**config.mk**
```make
export PLATFORM = sky130hd
export DESIGN_NAME = luma_frac_pe
export DESIGN_NICKNAME = d
export VERILOG_FILES = /design/src/rtl/luma_frac_pe.sv
export SDC_FILE = /design/constraint.sdc
export NUM_CORES = 1
export LEC_CHECK = 0
export BUFFER_PORTS_ARGS = -buffer_cell sky130_fd_sc_hd__buf_4
export CAP_MARGIN = 20
export CORE_MARGIN = 5
export CORE_UTILIZATION = 65
export CTS_CLUSTER_DIAMETER = 60
export CTS_CLUSTER_SIZE = 12
export DETAILED_ROUTE_END_ITERATION = 10
export GPL_TIMING_DRIVEN = 0
export PLACE_DENSITY = 0.86
export SYNTH_ARGS = -nofsm -noshare
export SYNTH_HDL_FRONTEND = slang
export SYNTH_SLANG_ARGS = --single-unit
```
**constraint.sdc**
```tcl
create_clock -name clk -period 17.6 [get_ports clk]
set_input_delay 0.88 -clock clk [delete_from_list [all_inputs] [get_ports clk]]
set_output_delay 0.88 -clock clk [all_outputs]
set_load 0.02 [all_outputs]
```
**src/rtl/luma_frac_pe.sv**
```systemverilog
module luma_frac_pe #(
  parameter int SW = 16,
  parameter int OW = 24
) (
  input  logic                 clk,
  input  logic                 rst_n,
  input  logic                 in_valid,
  input  logic [1:0]           in_type,
  input  logic [8*SW-1:0]      in_smp,
  output logic                 out_valid,
  output logic [1:0]           out_type,
  output logic signed [OW-1:0] out_sum
);
  localparam int NT = 8;
  localparam logic [1:0] T_QTR = 2'b00;
  localparam logic [1:0] T_HALF = 2'b01;
  localparam logic [1:0] T_3QTR = 2'b10;

  logic signed [OW-1:0] s [NT];
  logic signed [OW-1:0] x [NT];
  logic rev;

  assign rev = (in_type == T_3QTR);

  for (genvar k = 0; k < NT; k++) begin : g_tap
    assign s[k] = OW'($signed(in_smp[k*SW +: SW]));
    assign x[k] = rev ? s[NT-1-k] : s[k];
  end

  logic signed [OW-1:0] pr07, pr16, pr25, pr34;
  assign pr07 = x[0] + x[7];
  assign pr16 = x[1] + x[6];
  assign pr25 = x[2] + x[5];
  assign pr34 = x[3] + x[4];

  logic signed [OW-1:0] t0, t1, t2, t3;
  always_comb begin
    case (in_type)
      T_HALF: begin
        t0 = -pr07;
        t1 = pr16 <<< 2;
        t2 = -((pr25 <<< 3) + (pr25 <<< 1) + pr25);
        t3 = (pr34 <<< 5) + (pr34 <<< 3);
      end
      T_QTR, T_3QTR: begin
        t0 = x[6] - x[0];
        t1 = (x[1] <<< 2) - ((x[2] <<< 3) + (x[2] <<< 1));
        t2 = (x[3] <<< 6) - ((x[3] <<< 2) + (x[3] <<< 1));
        t3 = ((x[4] <<< 4) + x[4]) - ((x[5] <<< 2) + x[5]);
      end
      default: begin
        t0 = '0;
        t1 = '0;
        t2 = s[3] <<< 6;
        t3 = '0;
      end
    endcase
  end

  logic signed [OW-1:0] p0, p1, p2, p3;
  logic                 p_vld;
  logic [1:0]           p_typ;

  always_ff @(posedge clk) begin
    if (!rst_n) begin
      p_vld <= 1'b0;
      p_typ <= '0;
      p0 <= '0;
      p1 <= '0;
      p2 <= '0;
      p3 <= '0;
    end else begin
      p_vld <= in_valid;
      p_typ <= in_type;
      p0 <= t0 + t1;
      p1 <= t2;
      p2 <= t3;
      p3 <= '0;
    end
  end

  always_ff @(posedge clk) begin
    if (!rst_n) begin
      out_valid <= 1'b0;
      out_type  <= '0;
      out_sum   <= '0;
    end else begin
      out_valid <= p_vld;
      out_type  <= p_typ;
      out_sum   <= (p0 + p1) + (p2 + p3);
    end
  end

  logic signed [OW-1:0] chk_mid;
  assign chk_mid = OW'($signed(in_smp[3*SW +: SW]));

  AST_VALID_LATENCY: assert property (@(posedge clk) disable iff (!rst_n)
    $past(rst_n, 2) |-> out_valid == $past(in_valid, 2));
  AST_TYPE_TAG: assert property (@(posedge clk) disable iff (!rst_n)
    out_valid |-> out_type == $past(in_type, 2));
  AST_INTEGER_PASS: assert property (@(posedge clk) disable iff (!rst_n)
    (out_valid && out_type == 2'b11) |-> out_sum == ($past(chk_mid, 2) <<< 6));
  AST_RESET_IDLE: assert property (@(posedge clk) disable iff (!rst_n)
    $rose(rst_n) |-> !out_valid);
  AST_NO_EARLY_OUT: assert property (@(posedge clk) disable iff (!rst_n)
    (!$past(rst_n)) |-> !out_valid);
endmodule

```
==> results by group, run 1 <==
Route
  • Final wirelength: 56500 um
  • ANT nets after route: 0
  • Post-detailed-route DRC marker count: 0
  • Routed length per placed instance: between 20 and 25 um
  • Number of DRC markers in iteration 0: 1710
  • Vias: 16989
  • Detailed-route vias per instance: 6.41
  • Number of detailed-route iterations in the first pass: 8

Power
  • Net switching component of the power: approximately 1.4 mW
  • Max rail drop VDD: 0.0000779 V
  • Total power: 2.72 mW
  • Part of the total power dissipated in the clock network: under 10%
  • Leakage power: 9.58 nW
  • Int Power: 1.32 mW
  • Pwr dens: approximately 140 nW/um^2
  • Proportion of power drawn by combinational gates: about four fifths
  • Power share of the sequential group: roughly an eighth
  • Switching share of power: between 50% and 60%

Timing
  • Skew final: 0.0110 ns
  • Transition time of the tightest slew-check pin: 1.03 ns
  • Achievable Freq: 124 MHz
  • Period utilization: a little under half
  • Max-slew violation count: 0
  • RSZ-0062 raised after global routing: false
  • Crit path time final: 8.06 ns
  • Final TNS setup: 0 ns
  • Slack of the critical path: 9.54 ns
  • Number of setup violations in the final report: 0
  • Final Hold Fails: 0
  • Worst slew margin relative to its limit: 31.3%

Yosys
  • Number of flops mapped to enable cells by yosys: 0
  • Ys async rst share: 0%
  • Seq cells post-synth: 102
  • Instance count of the mapped netlist: 2132
  • Syn nets: 2638
  • Yosys synthesis warning count: 0
  • Synth Area per Inst: 8.28 um^2
  • Post-synth design cell area: 17700 um^2
  • Most used DFF post-synth: sky130_fd_sc_hd__dfxtp_1
  • Portion of the post-synthesis area used by sequential elements: 11.6%
  • Count of unique library cells instantiated by Yosys: 85

Global route
  • Total global routing track utilization: ~36%
  • Via count of the first global-routing pass: 16588
  • Pin count of the biggest net entering global routing: 17
  • Antenna violations before repair: 4
  • First-pass GRT wire length: 87900 um
  • Sum of overflow across all layers after global routing: 0

Worst hold path
  • Class of the tightest hold or removal check: register to register
  • Startpoint of the worst hold path: p_typ[0]

Floorplan
  • Starting Density: 65.7%
  • Count of pins on the block boundary: 160
  • Die width: roughly 170 um
  • Core footprint: 26900 um^2
  • Vertical die dimension: 175 um
  • Cell row count: 60
  • Area enclosed by the die boundary: 30600 um^2

CTS
  • Clock tree from TritonCTS: done
  • Buffer levels on the longest clock path: 2
  • Num Clock Sinks: 102
  • Clk slew on worst S/H paths: about 0.070 ns
  • Number of post-CTS setup repair buffers: 0
  • Root buffer selected by CTS: sky130_fd_sc_hd__clkbuf_16
  • Hold Buf Count CTS: 0
  • Insertion delay of the later-clocked pin in the worst-skew pair: 0.35 ns
  • Post-cts gate resize count: 0
  • Clock H-tree levels: 3
  • Number of clock buffers inserted by TritonCTS: 9

Run status
  • Outcome: finished, final reports clean

Flow run
  • Max-cap viol count: 0

Placed design
  • Detail Placement HPWL: 47900 um
  • Weighted congestion reported at the end of routability-driven placement: ~1.0
  • Placed Area: between 15000 and 20000 um^2
  • DP Worst Slack: around 9.4 ns
  • IO Port Bufs: between 150 and 200

Worst setup path
  • Critical path endpoint category: register
  • Launch instance of the worst register-to-register path: p0[1]
  • Worst-path maximum fanout: 10
  • CP Class: input pin to register
  • Critical Path Start Type: input pin
  • Source of the critical timing path: in_type[1]
  • Worst path arrival time: 8.27 ns
  • Worst EP required: 17.82 ns

Cells and area
  • Area Growth Syn to Fin: 10.9%
  • Fraction of layout cells with a size suffix above 1: 11.6%
  • Net count reported at finish: 2808
  • Final std cell area, no fill: 19600 um^2
  • Top library cells by usage in the layout, fill and taps aside: sky130_fd_sc_hd__ha_1, sky130_fd_sc_hd__inv_1, sky130_fd_sc_hd__nor2_1, sky130_fd_sc_hd__buf_4, sky130_fd_sc_hd__a21oi_1
  • Register area: 2040 um^2
  • Multi-input gate area in the final layout: 14600 um^2
  • Fill cell total of the finished layout: between 2000 and 2500
  • Most common cell after layout, fill and taps aside: sky130_fd_sc_hd__ha_1
flip-flops by register name (all words and copies together) (netlist names):
register and count:
out_valid 1, p_typ 2, p1 24, p_vld 1
out_type 2, out_sum 24, p0 24, p2 24
through the flow:
step | util, % | instances | hold WS, ns
global placement | 71.7 | 2632 | 0.416
finish | 72.9 | 2649 | 0.438
CTS | 72.9 | 2648 | 0.439
detailed placement | 71.7 | 2632 | 0.420
floorplan | - | 2132 | 0.412
global route | 72.9 | 2649 | 0.441
worst paths after layout:
check	end	slack (ns)	cells after the start
worst max-delay path	p0[23]	9.54	25
worst min register to register	out_type[0]	0.44	1
worst min-delay path	out_type[0]	0.44	1
worst max register to register	out_sum[23]	14.22	13
worst max-delay path, stage by stage:
cell and delay [ns]:
sky130_fd_sc_hd__buf_4 0.14, sky130_fd_sc_hd__nor2b_4 0.16, sky130_fd_sc_hd__buf_6 0.17, sky130_fd_sc_hd__clkbuf_1 0.54, sky130_fd_sc_hd__buf_1 0.70, sky130_fd_sc_hd__mux2i_1 0.53, sky130_fd_sc_hd__fa_1 0.48, sky130_fd_sc_hd__ha_1 0.27
sky130_fd_sc_hd__or3_1 0.37, sky130_fd_sc_hd__o2111ai_1 0.25, sky130_fd_sc_hd__a21oi_1 0.20, sky130_fd_sc_hd__or3_1 0.38, sky130_fd_sc_hd__a21oi_1 0.20, sky130_fd_sc_hd__xor2_1 0.32, sky130_fd_sc_hd__o22ai_1 0.22, sky130_fd_sc_hd__ha_1 0.45
sky130_fd_sc_hd__and3_1 0.20, sky130_fd_sc_hd__clkbuf_1 0.15, sky130_fd_sc_hd__a211o_1 0.33, sky130_fd_sc_hd__or3_1 0.33, sky130_fd_sc_hd__a31oi_1 0.22, sky130_fd_sc_hd__o21ai_0 0.19, sky130_fd_sc_hd__nand3_1 0.15, sky130_fd_sc_hd__nand3_1 0.09
sky130_fd_sc_hd__mux2i_1 0.35
power groups by stage:
stage / logic [mW] / registers [mW] / clock network [mW]
3_3_place_gp: 2.03 / 0.353 / 0
6_report: 2.16 / 0.351 / 0.205
4_1_cts: 2.10 / 0.352 / 0.205
5_1_grt: 2.37 / 0.359 / 0.215
3_5_place_dp: 2.08 / 0.356 / 0
2_1_floorplan: 1.52 / 0.373 / 0
synth_stat cells (12+ instances only):
| cell | number | share of area (%) |
|---|---|---|
| sky130_fd_sc_hd__nand2_1 | 90 | 1.9 |
| sky130_fd_sc_hd__inv_1 | 211 | 4.5 |
| sky130_fd_sc_hd__nand3_1 | 38 | 1.1 |
| sky130_fd_sc_hd__nor3_1 | 46 | 1.3 |
| sky130_fd_sc_hd__and2_1 | 18 | 0.64 |
| sky130_fd_sc_hd__nor3b_1 | 12 | 0.51 |
| sky130_fd_sc_hd__dfxtp_1 | 102 | 12 |
| sky130_fd_sc_hd__and3_1 | 17 | 0.60 |
| sky130_fd_sc_hd__xnor2_1 | 91 | 4.5 |
| sky130_fd_sc_hd__or3_1 | 20 | 0.71 |
| sky130_fd_sc_hd__nand2b_1 | 39 | 1.4 |
| sky130_fd_sc_hd__mux2_2 | 59 | 3.8 |
| sky130_fd_sc_hd__ha_1 | 270 | 19 |
| sky130_fd_sc_hd__fa_1 | 103 | 12 |
| sky130_fd_sc_hd__clkbuf_1 | 37 | 0.79 |
| sky130_fd_sc_hd__a21o_1 | 79 | 3.4 |
| sky130_fd_sc_hd__nor2_1 | 180 | 3.8 |
| sky130_fd_sc_hd__o22ai_1 | 32 | 1.1 |
| sky130_fd_sc_hd__mux2i_1 | 43 | 2.4 |
| sky130_fd_sc_hd__a211oi_1 | 21 | 0.89 |
| sky130_fd_sc_hd__o21a_1 | 30 | 1.3 |
| sky130_fd_sc_hd__a21oi_1 | 152 | 4.3 |
| sky130_fd_sc_hd__o21bai_1 | 20 | 0.85 |
| sky130_fd_sc_hd__a31oi_1 | 24 | 0.85 |
| sky130_fd_sc_hd__xor2_1 | 75 | 3.7 |
| sky130_fd_sc_hd__o211ai_1 | 23 | 0.98 |
| sky130_fd_sc_hd__o31a_1 | 12 | 0.60 |
| sky130_fd_sc_hd__o21ai_0 | 103 | 2.9 |
| sky130_fd_sc_hd__nor2b_1 | 21 | 0.74 |
cell families (layout without fill, tap and decap cells):
family	Yosys count	in the layout	share of synthesized area, %
AOI/OAI and AO/OA	610	610	23.2
and+or+nand+nor	516	516	14.2
adders and majority gates	373	373	30.8
buffers and inverters	260	435	5.57
xor gates and xnor gates	166	166	8.24
muxes	105	105	6.50
DFF	102	102	11.6
other	0	1	0
layer usage:
layer	up-vias	GRT usage (%)	part of all wire [%]
met3	137	7.81	11
li1	7993	-	-
met1	7943	50.2	42
met4	6	11.3	3.5
met5	-	0	0.060
met2	910	56.5	43
final cells by class:
type | instances | area share [%]
clock buffers | 12 | 1.31
repair buffers | 159 | 6.09
inverters | 212 | 4.06
flip-flops and latches | 102 | 10.4
clock inverters | 4 | 0.275
plain buffers | 48 | 0.958
multi-input cells | 1770 | 74.7
diodes | 1 | 0.0128
well taps | 341 | 2.18
No activity file was read; power rests on OpenSTA's default activity.
==> run 2, diff against run 1 <==
- CORE_UTILIZATION: 65 -> 63
- PLACE_DENSITY: 0.86 -> 0.84
- clock period: 17.6 -> 8.05 ns (I/O delays scaled with it)
==> run 2 against run 1 <==
Compared with the run above: hold slack got worse by 0.18 ns; clock skew fell by 0.00076 ns; wire length rose by 2.4%; via count rose by 0.10%; highest routed layer unchanged; setup slack got worse by 9.2 ns; sequential share of layout area barely moved; cell count rose by 1.4%; clock power rose by 130%; total power rose by 120%.
==> results by group, run 2 (synthesis gave the netlist of run 1 again) <==
Placed design
  • IO Port Bufs: 159 (unchanged)
  • Detail Placement HPWL: 49100 um (+2.3%)
  • Placed Area: 19300 um^2 (+0.24%)
  • Weighted congestion reported at the end of routability-driven placement: 1.02 (+0.65%)

Cells and area
  • Most common cell after layout, fill and taps aside: sky130_fd_sc_hd__ha_1
  • Final std cell area, no fill: 19700 um^2 (+0.33%)
  • Area Growth Syn to Fin: 11.3%
  • Net count reported at finish: 2808 (unchanged)
  • Top library cells by usage in the layout, fill and taps aside: sky130_fd_sc_hd__ha_1, sky130_fd_sc_hd__inv_1, sky130_fd_sc_hd__nor2_1, sky130_fd_sc_hd__buf_4, sky130_fd_sc_hd__a21oi_1
  • Register area: 2040 um^2 (unchanged)
  • Total inserted antenna cells: 0 (-1)
  • Multi-input gate area in the final layout: 14600 um^2 (unchanged)
  • Fill cell total of the finished layout: 2297 (+6.7%)
  • Fraction of layout cells with a size suffix above 1: 11.6% (+0.043 points)

Route
  • Number of DRC markers in iteration 0: 1658 (-3.0%)
  • Final wirelength: 57900 um (+2.4%)
  • Number of detailed-route iterations in the first pass: 8 (unchanged)
  • Vias: 17006 (+0.10%)
  • Post-detailed-route DRC marker count: 0 (unchanged)
  • Routed length per placed instance: 21.5 um (+1.0%)
  • Detailed-route vias per instance: 6.33 (-1.2%)
  • ANT nets after route: 0 (unchanged)

Floorplan
  • Count of pins on the block boundary: 160 (unchanged)
  • Area enclosed by the die boundary: 31500 um^2 (+3.0%)
  • Die width: 177 um (+1.5%)
  • Core footprint: 27700 um^2 (+3.1%)
  • Starting Density: 63.7% (-2.0 points)
  • Vertical die dimension: 177 um (+1.5%)
  • Cell row count: 61 (+1.7%)

Timing
  • Transition time of the tightest slew-check pin: 1.07 ns (+0.0401 ns)
  • Period utilization: 95.9%
  • Achievable Freq: around 130 MHz
  • Final TNS setup: 0 ns (unchanged)
  • Max-slew violation count: 0 (unchanged)
  • Worst slew margin relative to its limit: 28.7% (-2.7 points)
  • RSZ-0062 raised after global routing: false
  • Worst hold slack across all endpoints: 0.255 ns (-0.183 ns)
  • Final Hold Fails: 0 (unchanged)
  • Crit path time final: 7.72 ns
  • Number of setup violations in the final report: 0 (unchanged)
  • Skew final: 0.0102 ns (-0.000758 ns)

Flow run
  • Max-cap viol count: 0 (unchanged)

CTS
  • Buffer levels on the longest clock path: 2 (unchanged)
  • Clock tree from TritonCTS: done
  • Number of clock buffers inserted by TritonCTS: 9 (unchanged)
  • Clk slew on worst S/H paths: 0.08 ns (about the same)
  • Root buffer selected by CTS: sky130_fd_sc_hd__clkbuf_16
  • Post-cts gate resize count: 0 (unchanged)
  • Hold Buf Count CTS: 0 (unchanged)
  • Num Clock Sinks: 102 (unchanged)
  • Number of post-CTS setup repair buffers: 0 (unchanged)
  • Clock H-tree levels: 3 (unchanged)
  • Insertion delay of the later-clocked pin in the worst-skew pair: 0.35 ns (about the same)

Worst setup path
  • Max incr delay on CP: 0.73 ns (+0.03 ns)
  • Worst EP required: 8.26 ns (-9.56 ns)
  • Critical Path Start Type: input pin
  • Worst path arrival time: 7.93 ns (-0.34 ns)
  • Cell type of the slowest stage on the worst timing path: sky130_fd_sc_hd__buf_1
  • Critical path endpoint category: register
  • Category of cells accounting for the largest share of critical-path delay: buffers and inverters
  • Bufs and invs on worst path: 5 (unchanged)
  • Cell repeated most along the worst path: sky130_fd_sc_hd__or3_1
  • Worst-path maximum fanout: 10 (unchanged)
  • CP Class: input pin to register

Power
  • Leakage power: 9.59 nW (+0.10%)
  • Max rail drop VDD: 0.000172 V (+120%)
  • Total power: 6.03 mW (+120%)
  • Pwr dens: 307 nW/um^2 (+120%)

Global route
  • Sum of overflow across all layers after global routing: 0 (unchanged)
  • Antenna violations before repair: 2 (-2)
  • Pin count of the biggest net entering global routing: 18 (+1)
  • Via count of the first global-routing pass: 16452 (-0.82%)
  • Total global routing track utilization: 36.1% (-0.058 points)
  • First-pass GRT wire length: 88800 um (+1.0%)

Worst hold path
  • Class of the tightest hold or removal check: input pin to register

Run status
  • Outcome: finished, final reports clean
[run 2: where the power goes]
| part | internal [mW] | switching, mW | leakage (nW) | total (mW) |
|---|---|---|---|---|
| clock | 0.283 | 0.193 | 0.155 | 0.476 |
| sequential | 0.684 | 0.0886 | 0.847 | 0.772 |
| combinational | 1.95 | 2.83 | 8.59 | 4.78 |
[run 2: final timing paths]
kind,from,to,slack [ns],depth (start not counted)
hold / removal,in_valid,p_vld,0.26,2
setup / recovery,in_type[1],p0[23],0.33,25
hold reg to reg,p_vld,out_valid,0.44,1
setup reg to reg,p0[1],out_sum[23],4.64,13
[run 2: metrics by stage]
step	util, %	setup WS [ns]	instances
6_report	70.9	0.330	2685
5_1_grt	70.9	0.149	2685
4_1_cts	70.9	0.587	2685
3_5_place_dp	69.7	0.282	2669
3_3_place_gp	69.7	0.410	2669
2_1_floorplan	-	2.16	2132
[run 2: area by class of cell]
class,count,share of cell area (%)
Buffer,48,0.955
Clock buffer,10,1.22
Clock inverter,6,0.471
Inverter,212,4.05
Multi-Input combinational cell,1770,74.4
Sequential cell,102,10.4
Tap cell,378,2.41
Timing Repair Buffer,159,6.07
[run 2: per-layer routing]
| metal | wire length [um] | share of wire [%] | vias up | global-route usage, % |
|---|---|---|---|---|
| met5 | 30 | 0.052 | - | 0 |
| met4 | 2020 | 3.5 | 4 | 11.8 |
| met3 | 5690 | 9.8 | 127 | 7.95 |
| met2 | 25000 | 43 | 844 | 56.0 |
| met1 | 25100 | 43 | 8065 | 50.0 |
| li1 | - | - | 7966 | - |
==> run 3, diff against run 2 <==
- CORE_UTILIZATION: 63 -> 45
- PLACE_DENSITY: 0.84 -> unset
- SLEW_MARGIN: unset -> 20
==> run 3 against run 2 <==
Compared with the run above: register-to-register slack improved by 0.09 ns; clock-buffer cell count unchanged; first-iteration DRC count fell by 39%; die area grew 38%; non-clock buffer count unchanged; sequential power is 0.9% lower; total power down 2.3%; clock power shrank 4.8%; core utilization decreased by 20 points; clock skew up 0.0035 ns; hold slack gained 0.013 ns; critical path type unchanged; largest cell class unchanged; highest routed layer is now met4.
==> results by group, run 3 (synthesis gave the netlist of run 1 again) <==
Power
  • Power share of the sequential group: 13.0% (+0.2 points)
  • Pwr dens: 297 nW/um^2 (-3.1%)
  • Leakage power: 9.59 nW (about the same)
  • Part of the total power dissipated in the clock network: 7.7% (-0.2 points)
  • Switching share of power: 51.3% (-0.34 points)
  • Max rail drop VDD: 0.000152 V (-12%)
  • Int Power: 2.87 mW (-1.6%)
  • Proportion of power drawn by combinational gates: 79.3% (about the same)
  • Net switching component of the power: 3.02 mW (-2.9%)

Global route
  • Antenna violations before repair: 1 (-1)
  • Sum of overflow across all layers after global routing: 0 (unchanged)
  • Global-route track usage on met2: 41.4% (-15 points)
  • Total global routing track utilization: 26.0% (-10 points)
  • Pin count of the biggest net entering global routing: 19 (+1)
  • Via count of the first global-routing pass: 15872 (-3.5%)
  • Most used routing layer in global routing: met2
  • GR Util met1: 38.3% (-12 points)
  • First-pass GRT wire length: 89500 um (+0.74%)
  • Met3 global-route usage: 3.39% (-4.6 points)

Cells and area
  • Top library cells by usage in the layout, fill and taps aside: sky130_fd_sc_hd__ha_1, sky130_fd_sc_hd__inv_1, sky130_fd_sc_hd__nor2_1, sky130_fd_sc_hd__buf_4, sky130_fd_sc_hd__a21oi_1
  • Most common cell after layout, fill and taps aside: sky130_fd_sc_hd__ha_1
  • Area Growth Syn to Fin: 12.2%
  • Final std cell area, no fill: 19800 um^2 (+0.80%)
  • Total inserted antenna cells: 0 (unchanged)
  • Net count reported at finish: 2808 (unchanged)
  • Fraction of layout cells with a size suffix above 1: 11.6% (unchanged)

Worst setup path
  • R2R Path End: out_sum[23]
  • Worst-path maximum fanout: 10 (unchanged)
  • Critical path endpoint category: register
  • Critical Path Start Type: input pin
  • Setup slack, reg-to-reg: 4.73 ns (+0.09 ns)
  • Worst path arrival time: 7.75 ns (-0.18 ns)
  • Source of the critical timing path: in_type[1]
  • Worst EP required: 8.25 ns (about the same)
  • Termination of the worst setup path: p0[23]
  • CP Class: input pin to register
  • Launch instance of the worst register-to-register path: p0[0]
  • Worst Reg2Reg Path Length in Cells: 15 (+2)

Route
  • Post-detailed-route DRC marker count: 0 (unchanged)
  • Detailed-route vias per instance: 5.73 (-9.5%)
  • Vias: 16186 (-4.8%)
  • ANT nets after route: 0 (unchanged)
  • Number of detailed-route iterations in the first pass: 6 (-2)
  • Number of DRC markers in iteration 0: 1018 (-39%)
  • Final wirelength: 58200 um (+0.57%)
  • Routed length per placed instance: 20.6 um (-4.4%)

Timing
  • Transition time of the tightest slew-check pin: 1.07 ns (+0.00419 ns)
  • Final TNS setup: 0 ns (unchanged)
  • Max-slew violation count: 0 (unchanged)
  • Period utilization: 93.9% (-2.0 points)
  • Skew final: 0.0137 ns (+0.00347 ns)
  • Achievable Freq: 132 MHz (+2.1%)
  • Number of setup violations in the final report: 0 (unchanged)
  • Worst slew margin relative to its limit: 28.4% (-0.28 points)
  • Slack of the critical path: 0.491 ns (+0.161 ns)
  • Crit path time final: 7.56 ns (-0.161 ns)
  • Final Hold Fails: 0 (unchanged)
  • RSZ-0062 raised after global routing: false
  • Worst hold slack across all endpoints: 0.269 ns (+0.0135 ns)

CTS
  • Num Clock Sinks: 102 (unchanged)
  • Clk slew on worst S/H paths: 0.07 ns (about the same)
  • Clock tree from TritonCTS: done
  • Hold Buf Count CTS: 0 (unchanged)
  • Number of post-CTS setup repair buffers: 0 (unchanged)
  • Root buffer selected by CTS: sky130_fd_sc_hd__clkbuf_16
  • Insertion delay of the later-clocked pin in the worst-skew pair: 0.35 ns (about the same)
  • Post-cts gate resize count: 0 (unchanged)
  • Buffer levels on the longest clock path: 2 (unchanged)
  • Clock H-tree levels: 3 (unchanged)
  • Number of clock buffers inserted by TritonCTS: 9 (unchanged)

Placed design
  • DP Worst Slack: 0.264 ns (-0.0177 ns)
  • IO Port Bufs: 159 (unchanged)
  • Detail Placement HPWL: 50300 um (+2.5%)
  • Placed Area: 19500 um^2 (+0.91%)
  • Weighted congestion reported at the end of routability-driven placement: 0.951 (-7.0%)

Floorplan
  • Starting Density: 45.6% (-18 points)
  • Area enclosed by the die boundary: 43300 um^2 (+38%)
  • Count of pins on the block boundary: 160 (unchanged)
  • Vertical die dimension: 208 um (+17%)
  • Core footprint: 38700 um^2 (+40%)
  • Cell row count: 72 (+18%)
  • Die width: 208 um (+17%)

Worst hold path
  • Class of the tightest hold or removal check: input pin to register

Flow run
  • Max-cap viol count: 0 (unchanged)

Run status
  • Outcome: finished, final reports clean
-- run 3: cell count changes in the layout (fill, tap and decap cells not counted) --
cell,before,now
sky130_fd_sc_hd__inv_8,0,2
sky130_fd_sc_hd__inv_6,1,2
sky130_fd_sc_hd__clkinv_2,0,1
sky130_fd_sc_hd__clkinvlp_4,2,0
sky130_fd_sc_hd__clkinv_4,1,0
sky130_fd_sc_hd__bufinv_16,2,1
-- run 3: worst max-delay path, stage by stage --
cell and delay (ns):
sky130_fd_sc_hd__buf_4 0.14, sky130_fd_sc_hd__nor2b_4 0.16, sky130_fd_sc_hd__buf_6 0.17, sky130_fd_sc_hd__clkbuf_1 0.81, sky130_fd_sc_hd__buf_1 0.85, sky130_fd_sc_hd__mux2i_1 0.65, sky130_fd_sc_hd__fa_1 0.51, sky130_fd_sc_hd__ha_1 0.40
sky130_fd_sc_hd__nand3_1 0.10, sky130_fd_sc_hd__a21oi_1 0.09, sky130_fd_sc_hd__or3_1 0.38, sky130_fd_sc_hd__a21oi_1 0.20, sky130_fd_sc_hd__xor2_1 0.25, sky130_fd_sc_hd__o22ai_1 0.16, sky130_fd_sc_hd__ha_1 0.44, sky130_fd_sc_hd__and3_1 0.20
sky130_fd_sc_hd__clkbuf_1 0.15, sky130_fd_sc_hd__a211o_1 0.32, sky130_fd_sc_hd__or3_1 0.31, sky130_fd_sc_hd__a31oi_1 0.22, sky130_fd_sc_hd__o21ai_0 0.19, sky130_fd_sc_hd__nand3_1 0.14, sky130_fd_sc_hd__nand3_1 0.08, sky130_fd_sc_hd__mux2i_1 0.39
-- run 3: power groups by stage --
stage / Clock [mW] / Combinational, mW / Sequential, mW
final: 0.453 / 4.67 / 0.765
after detailed placement: 0 / 4.58 / 0.779
after global routing: 0.484 / 5.19 / 0.786
after CTS: 0.462 / 4.62 / 0.768
after floorplan: 0 / 3.33 / 0.815
after global placement: 0 / 4.53 / 0.775
-- run 3: area by class of cell --
cell class                      count  area (um^2)
Multi-Input combinational cell   1770        14600
Tap cell                          518          648
Clock buffer                       10          239
Timing Repair Buffer              159         1190
Buffer                             48          188
Inverter                          212          796
Sequential cell                   102         2040
Clock inverter                      6         75.1
Fill cell                        3765        18900
-- run 3: how the worst min path moves through the flow --
| stage | start | end | slack, ns | cells after the start |
|---|---|---|---|---|
| 3_3_place_gp | p_vld | out_valid | 0.42 | 1 |
| 6_report | in_valid | p_vld | 0.27 | 2 |
| 3_5_place_dp | p_typ[0] | out_type[0] | 0.42 | 1 |
| 2_1_floorplan | p_typ[0] | out_type[0] | 0.41 | 1 |
| 5_1_grt | in_valid | p_vld | 0.26 | 2 |
| 4_1_cts | in_valid | p_vld | 0.25 | 2 |
-- run 3: per-stage QoR --
step	power, mW	cells	util, %
6_report	5.89	2825	51.1
2_1_floorplan	4.15	2132	-
5_1_grt	6.46	2825	51.1
4_1_cts	5.85	2825	51.1
3_5_place_dp	5.36	2809	50.3
3_3_place_gp	5.30	2809	50.3
-- run 3: routing by layer --
layer | part of all wire [%] | wire length [um]
met1 | 48 | 27900
met2 | 44 | 25600
met3 | 6.6 | 3810
met4 | 1.5 | 893
met5 | 0 | 0
